==> src/rtl/mdio_mgmt_pkg.sv <==
package mdio_mgmt_pkg;

   // Host register selects
   typedef enum logic [1:0] {
      SEL_CTRL  = 2'd0,
      SEL_CMD   = 2'd1,
      SEL_WDATA = 2'd2,
      SEL_RDATA = 2'd3
   } host_sel_e;

   // Command word field positions
   localparam int CMD_PHY_LSB = 24;
   localparam int CMD_REG_LSB = 16;
   localparam int CMD_OP_LSB  = 14;
   localparam int CMD_GO_BIT  = 11;
   localparam int FIELD_W     = 5;
   localparam int READY_BIT   = 7;
   localparam int CTRL_W      = 7;

   localparam logic [1:0] OP_WRITE = 2'd1;
   localparam logic [1:0] OP_READ  = 2'd2;

   // Emulated transceiver
   localparam int PHY_W = 16;
   localparam int IDX_STATUS  = 1;
   localparam int IDX_ADV     = 4;
   localparam int IDX_PARTNER = 5;
   localparam int IDX_SPEED   = 17;
   localparam int IDX_DIAG    = 18;

   localparam logic [PHY_W-1:0] STATUS_LINKED = 16'h782E;
   localparam logic [PHY_W-1:0] PARTNER_BASE  = 16'h4001;
   localparam logic [PHY_W-1:0] ADV_MODES     = 16'h01E0;
   localparam logic [PHY_W-1:0] SPEED_GIG     = 16'h8000;
   localparam logic [PHY_W-1:0] NO_DEVICE     = 16'hFFFF;

   typedef struct packed {
      logic               go;
      logic [1:0]         op;
      logic [FIELD_W-1:0] phy;
      logic [FIELD_W-1:0] regnum;
   } mgmt_req_t;

   function automatic logic [PHY_W-1:0] phy_reset_value(input int idx);
      case (idx)
         0:       return 16'h3100;
         2:       return 16'h0300;
         3:       return 16'hE400;
         4:       return 16'h01E1;
         default: return '0;
      endcase
   endfunction

endpackage

==> src/rtl/mdio_phy_regfile.sv <==
module mdio_phy_regfile
   import mdio_mgmt_pkg::*;
#(
   parameter  int REG_W = 16,
   parameter  int NREGS = 32,
   localparam int IDX_W = $clog2(NREGS)
) (
   input  logic             clk,
   input  logic             rst_n,
   input  logic             link_up,
   input  logic             wr_en,
   input  logic [IDX_W-1:0] wr_idx,
   input  logic [REG_W-1:0] wr_data,
   input  logic [IDX_W-1:0] rd_idx,
   output logic [REG_W-1:0] rd_data,
   output logic             ctl_msb
);

   initial begin
      assert (REG_W == PHY_W) else $error("REG_W must equal PHY_W");
      assert (NREGS > IDX_DIAG) else $error("NREGS too small");
      assert ((1 << IDX_W) == NREGS) else $error("NREGS must be a power of two");
   end

   logic [REG_W-1:0] store_q [NREGS];

   for (genvar g = 0; g < NREGS; g++) begin : g_reg
      localparam logic [REG_W-1:0] RV = phy_reset_value(g);
      logic [REG_W-1:0] q;
      logic             hit;
      assign hit = wr_en && (wr_idx == IDX_W'(g));

      if (g == 0) begin : g_ctl
         // soft-reset bit self-clears on any write
         always_ff @(posedge clk or negedge rst_n) begin
            if (!rst_n)      q <= RV;
            else if (hit)    q <= {1'b0, wr_data[REG_W-2:0]};
            else if (wr_en)  q[REG_W-1] <= 1'b0;
         end
      end else begin : g_plain
         always_ff @(posedge clk or negedge rst_n) begin
            if (!rst_n)   q <= RV;
            else if (hit) q <= wr_data;
         end
      end
      assign store_q[g] = q;
   end

   logic [REG_W-1:0] adv;
   logic             adv_100, adv_full;

   always_comb begin
      adv      = store_q[IDX_ADV];
      adv_100  = adv[7] | adv[8];
      adv_full = adv[8] | adv[6];
      case (rd_idx)
         IDX_W'(IDX_STATUS):  rd_data = link_up ? STATUS_LINKED : '0;
         IDX_W'(IDX_PARTNER): rd_data = PARTNER_BASE | (adv & ADV_MODES);
         IDX_W'(IDX_SPEED):   rd_data = SPEED_GIG;
         IDX_W'(IDX_DIAG):    rd_data = link_up ? {4'b0, adv_full, adv_100, 10'b0} : '0;
         default:             rd_data = store_q[rd_idx];
      endcase
   end

   assign ctl_msb = store_q[0][REG_W-1];

endmodule

==> config.mk <==
export PLATFORM = sky130hd
export DESIGN_NAME = mdio_phy_regfile
export DESIGN_NICKNAME = d
export VERILOG_FILES = /design/src/rtl/mdio_mgmt_pkg.sv /design/src/rtl/mdio_phy_regfile.sv
export SDC_FILE = /design/constraint.sdc
export NUM_CORES = 1
export LEC_CHECK = 0
export CAP_MARGIN = 25
export CORE_MARGIN = 2
export CORE_UTILIZATION = 25
export DETAILED_ROUTE_END_ITERATION = 16
export GPL_TIMING_DRIVEN = 0
export REMOVE_ABC_BUFFERS = 1
export SYNTH_ARGS = -nofsm -noshare
export SYNTH_HDL_FRONTEND = slang
export SYNTH_SLANG_ARGS = --single-unit
==> constraint.sdc <==
create_clock -name clk -period 4.26 [get_ports clk]
set_input_delay 0.639 -clock clk [delete_from_list [all_inputs] [get_ports clk]]
set_output_delay 0.639 -clock clk [all_outputs]
set_load 0.01 [all_outputs]
==> summary.txt, run 1 <==
Setup path
  • Critical path type: primary input to output pin
  • Peak fanout along the critical path: 52
  • WP data required: 3.62 ns
  • Arrival time at the worst endpoint: 3.66 ns
  • Worst setup EP type: output pin
  • Type of origin of the critical path: primary input

Synthesis
  • Distinct cells, synth: 47
  • Synthesized instance count: 1588
  • Sequential share of the synthesized area: 54.06%
  • Yosys top cell area share: 52.51%
  • FF+latch count, synth: 510
  • Mapped cell area: 23640 um^2
  • Syn_area_per_cell: 14.89 um^2
  • Area leader, netlist: dfrtp_1
  • Syn. warnings: 0
  • Synth area leaders: dfrtp_1, mux2_2, mux4_2

Drt
  • Drt wl/cell: 22.69 um
  • DRT iter0 DRCs: 986
  • Remaining DRCs: 0
  • DR vias/cell: 4.770
  • Vias: 13850
  • DRT Pass-1 Iters: 5
  • Post-route ant nets: 0
  • Final WL: 65880 um

Global route
  • Initial antenna violation count: 8
  • All-Layer GR Usage: 13.52%
  • Grt ovf: 0
  • Number of global-route vias before repair: 15100
  • First-pass GRT wire length: 99080 um
  • Largest net degree at the start of global routing: 130

Timing
  • Headroom to the max-slew limit: 27.30%
  • Worst hold slack: 0.07448 ns
  • Worst clock skew: 0 ns
  • Pins Over Slew Limit: 0
  • Achievable frequency: 232.9 MHz
  • Unrepaired setup endpoints after global routing: no
  • Post-route minimum period: 4.294 ns
  • Worst setup margin: -0.03415 ns
  • Tcrit/Tclk final: 100.8%
  • Setup TNS: -0.03415 ns
  • Worst slew pin tran: 1.089 ns
  • Final count of negative-setup-slack endpoints: 1
  • Fin. Hold Viols: 0

Place
  • Buffers added on ports: 45
  • Placed Instances: 2786
  • DP Wirelength: 42450 um
  • Gpl congestion: 0.7521
  • Setup WS pre-CTS: -0.6061 ns

Hold path
  • Worst hold-check path type: primary input to async pin

Die
  • Die area: 97030 um^2
  • Chip height: 311.5 um
  • Initial cell density of the core: 25.29%
  • Die W: 311.5 um
  • Core area: 93470 um^2
  • IO Count: 47
  • Row cnt: 112

Layout
  • Reg area: 12780 um^2
  • Final #Nets: 1636
  • Fin cells: 2904
  • P&R area growth vs syn: 19.29%
  • Most frequent cells in the layout: mux2_2, dfrtp_1, mux4_2, mux2i_1, clkbuf_16
  • Commonest non-fill, non-tap cell in the layout: mux2_2
  • Multi-input gate area in the final layout: 10330 um^2
  • FILL cells: 9125
  • Layout cells sized above 1: 49.85%

Flow run
  • MaxCap Viol Count: 0

Pwr
  • PwrDens: 465.4 nW/um^2
  • Maximum vdd ir drop: 0.0002769 V
  • P_leak: 12.12 nW

Clocking
  • Htree depth: 2
  • Sink Count: 510
  • CTS Hold Bufs: 0
  • CTS clk-pin slew, worst paths: 0.05 ns
  • CTS root buffer: clkbuf_16
  • Total clock buffers created by CTS: 55
  • Clock Latency Late Sink: 0.61 ns
  • CTS Buffer Depth: 3
  • TritonCTS clock tree: built

Outcome
  • Status: finished with violations
  • Violated checks: negative setup slack
-- path summary, 6_finish.rpt --
check / from / slack [ns] / depth (start not counted) / endpoint
setup / recovery: rd_idx[2] / -0.03 / 7 / rd_data[1]
hold / removal: rst_n / 0.07 / 2 / g_reg[11].q[13]$_DFFE_PN0P_
setup reg to reg: g_reg[11].q[2]$_DFFE_PN0P_ / 3.47 / 1 / g_reg[11].q[2]$_DFFE_PN0P_
hold reg to reg: g_reg[24].q[1]$_DFFE_PN0P_ / 0.50 / 1 / g_reg[24].q[1]$_DFFE_PN0P_
max in group asynchronous: rst_n / 2.49 / 4 / g_reg[28].q[7]$_DFFE_PN0P_
min in group clk: g_reg[24].q[1]$_DFFE_PN0P_ / 0.50 / 1 / g_reg[24].q[1]$_DFFE_PN0P_
-- layer usage --
layer / GRT usage (%) / share of wire (%) / up-vias / wire length (um)
met3: 3.574 / 6.6 / 110 / 4369
met4: 4.370 / 2.8 / 12 / 1821
li1: - / - / 5952 / -
met1: 17.39 / 43 / 7442 / 28340
met5: 0 / 0.11 / - / 74
met2: 22.07 / 47 / 336 / 31280
-- cells by family (layout without fill, tap and decap cells) --
family          Yosys count  after routing  synth area share (%)
flops                   510            510                 54.06
simple gates            125            125                 2.800
mux                     700            700                 36.98
buf+inv                 146            207                 2.863
other cells               1              2               0.01586
compound gates          106            106                 3.282
-- synthesized netlist by cell type (all sizes together) --
library cell and instances:
a2111oi 6, a211oi 9, a21oi 5, a221o 1
a221oi 19, a22o 9, a22oi 16, a31oi 6
a41oi 2, and2 8, and3 3, and4 1
buf 69, clkbuf 75, clkinv 1, conb 1
dfrtp 496, dfstp 14, inv 1, mux2 536
mux2i 79, mux4 85, nand2 42, nand2b 4
nand3 8, nand4 3, nand4b 3, nor2 19
nor2b 20, nor3 8, nor3b 3, nor4 2
nor4bb 1, o2111ai 3, o211ai 2, o21ai 20
o21bai 1, o221ai 1, o22ai 6
-- critical path: stages --
cell and delay, ns:
buf_6 0.20, buf_16 0.26, nor2_2 0.88, a221oi_1 0.24, a221oi_1 0.55, o21ai_0 0.25, clkdlybuf4s50_1 0.53
-- state kept, by name (all words and copies together) (netlist names) --
signal and flops:
g.q 494, adv 16
-- per-stage QoR --
step / util, % / power, mW / area [um^2]
2_1_floorplan: - / 7.661 / 22970
3_3_place_gp: 26.73 / 8.436 / 24990
3_5_place_dp: 27.81 / 8.550 / 25990
4_1_cts: 29.83 / 13.22 / 27880
5_1_grt: 30.17 / 13.75 / 28200
6_report: 30.17 / 13.12 / 28200
-- power breakdown --
group	total [mW]	internal (mW)	switching (mW)
Sequential	6.27	5.81	0.460
Clock	4.63	2.71	1.92
Combinational	2.23	1.31	0.915
-- area by class of cell --
cell class,count,area share (%)
inverter,2,0.02662
clock inverter,14,0.2618
timing repair buffer,105,6.190
antenna,1,0.008874
tap,1254,5.564
multi-input combinational,932,36.63
clock buffer,86,6.003
sequential,510,45.32
-- repair_timing --
| action | CTS | global route |
|---|---|---|
| endpoints found under the setup margin | 16 | 4 |
| gates resized for setup | 14 | 3 |
| pin swaps | 1 | 1 |
| endpoints found under the hold margin | 0 | 0 |
| buffers inserted | 0 | 1 |
| cloned | 2 | 0 |
Power figures use the tool's default switching activity.
==> inputs of run 2 (changes only) <==
MAX_ROUTING_LAYER = met4   (was unset)
==> summary.txt, run 2 (same netlist as run 1, synthesis figures left out) <==
Pwr
  • Tot Pwr: 13.12 mW (about the same)
  • P_leak: 12.12 nW (about the same)
  • PwrDens: 464.9 nW/um^2 (-0.11%)
  • Maximum vdd ir drop: 0.0002774 V (+0.18%)

Setup path
  • Internal reg-to-reg setup slack: 3.48 ns (about the same)
  • Critical path type: primary input to output pin
  • Peak fanout along the critical path: 52 (unchanged)
  • WP data required: 3.62 ns (about the same)
  • Critical Path Start: rd_idx[2]
  • Type of origin of the critical path: primary input
  • Worst setup EP type: output pin
  • Arrival time at the worst endpoint: 3.62 ns (-0.04 ns)
  • Worst r2r src: g_reg[11].q[2]$_DFFE_PN0P_

Die
  • Chip height: 311.5 um (unchanged)
  • Initial cell density of the core: 25.29% (unchanged)
  • Die W: 311.5 um (unchanged)
  • Die area: 97030 um^2 (unchanged)
  • Row cnt: 112 (unchanged)
  • IO Count: 47 (unchanged)
  • Core area: 93470 um^2 (unchanged)

Layout
  • FILL cells: 9123 (-0.022%)
  • Reg area: 12780 um^2 (unchanged)
  • Register bank with the most flops: g.q
  • Commonest non-fill, non-tap cell in the layout: mux2_2
  • Layout cells sized above 1: 49.85% (unchanged)
  • Fin cells: 2910 (+0.21%)
  • Most frequent cells in the layout: mux2_2, dfrtp_1, mux4_2, mux2i_1, clkbuf_16
  • Max reg flops: 494 (unchanged)
  • P&R area growth vs syn: 19.41% (about the same)
  • Final #Nets: 1636 (unchanged)
  • Multi-input gate area in the final layout: 10330 um^2 (unchanged)

Global route
  • All-Layer GR Usage: 13.93% (+0.41 points)
  • Initial antenna violation count: 8 (unchanged)
  • First-pass GRT wire length: 99100 um (about the same)
  • Largest net degree at the start of global routing: 130 (unchanged)
  • Number of global-route vias before repair: 15100 (-0.013%)
  • Grt ovf: 0 (unchanged)

Clocking
  • CTS clk-pin slew, worst paths: 0.05 ns (about the same)
  • Total clock buffers created by CTS: 55 (unchanged)
  • CTS Buffer Depth: 3 (unchanged)
  • Sink Count: 510 (unchanged)
  • Clock Latency Late Sink: 0.60 ns (about the same)
  • TritonCTS clock tree: built
  • CTS root buffer: clkbuf_16
  • Htree depth: 2 (unchanged)

Timing
  • Pins Over Slew Limit: 0 (unchanged)
  • Final count of negative-setup-slack endpoints: 0 (-1)
  • Worst clock skew: 0 ns (unchanged)
  • Fin. Hold Viols: 0 (unchanged)
  • Worst slew pin tran: 1.090 ns (+0.0005499 ns)
  • Worst setup margin: 0.0001117 ns (+0.03426 ns)
  • Headroom to the max-slew limit: 27.26% (-0.037 points)
  • Post-route minimum period: 4.260 ns (-0.03426 ns)
  • Unrepaired setup endpoints after global routing: no
  • Tcrit/Tclk final: 100.0% (-0.80 points)
  • Achievable frequency: 234.7 MHz (+0.80%)

Place
  • DP Wirelength: 42450 um (unchanged)
  • Placed Instances: 2786 (unchanged)
  • Buffers added on ports: 45 (unchanged)
  • Gpl congestion: 0.7618 (+1.3%)
  • Setup WS pre-CTS: -0.6061 ns (unchanged)

Drt
  • Remaining DRCs: 0 (unchanged)
  • Post-route ant nets: 0 (unchanged)
  • DR vias/cell: 4.764 (-0.13%)
  • DRT Pass-1 Iters: 5 (unchanged)
  • Vias: 13860 (+0.079%)
  • Final WL: 65790 um (-0.15%)
  • Drt wl/cell: 22.61 um (-0.35%)
  • DRT iter0 DRCs: 955 (-3.1%)

Outcome
  • Status: finished clean

Flow run
  • MaxCap Viol Count: 0 (unchanged)

Hold path
  • Worst hold-check path type: primary input to async pin
==> run 2: cell types whose count changed in the layout (fill, tap and decap cells not counted) <==
cell	delta
buf_16	+1
buf_8	-1
diode_2	+6
==> run 2: layout make-up <==
cell class | count | area share, %
Inverter | 2 | 0.02660
Tap cell | 1254 | 5.558
Clock buffer | 86 | 5.997
Multi-Input combinational cell | 932 | 36.59
Clock inverter | 14 | 0.2615
Timing Repair Buffer | 105 | 6.228
Antenna cell | 7 | 0.06206
Sequential cell | 510 | 45.27
==> run 2: path summary, 6_finish.rpt <==
| kind | endpoint | depth (start not counted) |
|---|---|---|
| worst max-delay path | rd_data[1] | 7 |
| worst min-delay path | g_reg[11].q[13]$_DFFE_PN0P_ | 2 |
| worst max register to register | g_reg[11].q[2]$_DFFE_PN0P_ | 1 |
| worst min register to register | g_reg[27].q[7]$_DFFE_PN0P_ | 1 |
| max in group asynchronous | g_reg[28].q[7]$_DFFE_PN0P_ | 4 |
| min in group clk | g_reg[27].q[7]$_DFFE_PN0P_ | 1 |
==> run 2: power by group <==
group | total [mW] | switching [mW] | internal [mW]
Clock | 4.62 | 1.92 | 2.71
Combinational | 2.23 | 0.915 | 1.31
Sequential | 6.27 | 0.459 | 5.81
Total | 13.1 | 3.29 | 9.83
==> run 2: timing repair <==
action                     in CTS  in global routing
hold buffers                    0                  0
gates cloned                    2                  0
resized for setup              14                  3
setup endpoints to repair      16                  4
pin swaps                       1                  1
setup buffers                   0                  1
==> run 2: metal layers <==
metal  share of wire [%]  global-route usage [%]  wire, um  vias up
li1                    -                       -         -     5962
met1                  43                   17.40     28290     7440
met2                  48                   22.08     31270      357
met3                 6.7                   3.554      4403      104
met4                 2.8                   4.403      1815        0
met5                   0                       -         0        -
==> run 2: critical path: stages <==
cell and delay [ns]:
buf_6 0.20, buf_16 0.27, nor2_2 0.87, a221oi_1 0.24, a221oi_1 0.54, o21ai_0 0.25
clkdlybuf4s50_1 0.53
==> run 2: metrics by stage <==
stage	hold WS [ns]	TNS [ns]	area, um^2	utilization, %
3_3_place_gp	0.4805	-9529.63	24990	26.73
2_1_floorplan	0.3434	0	22970	-
4_1_cts	0.1221	0	27880	29.83
3_5_place_dp	0.4854	-5.469	25990	27.81
6_report	0.06677	0	28230	30.20
5_1_grt	0.1390	0	28220	30.20
==> inputs of run 3 (changes only) <==
ABC_CLOCK_PERIOD_IN_PS = 4260   (was unset)
==> results of run 3 <==
No change in the layout: final DEF, timing and power equal those of run 2.
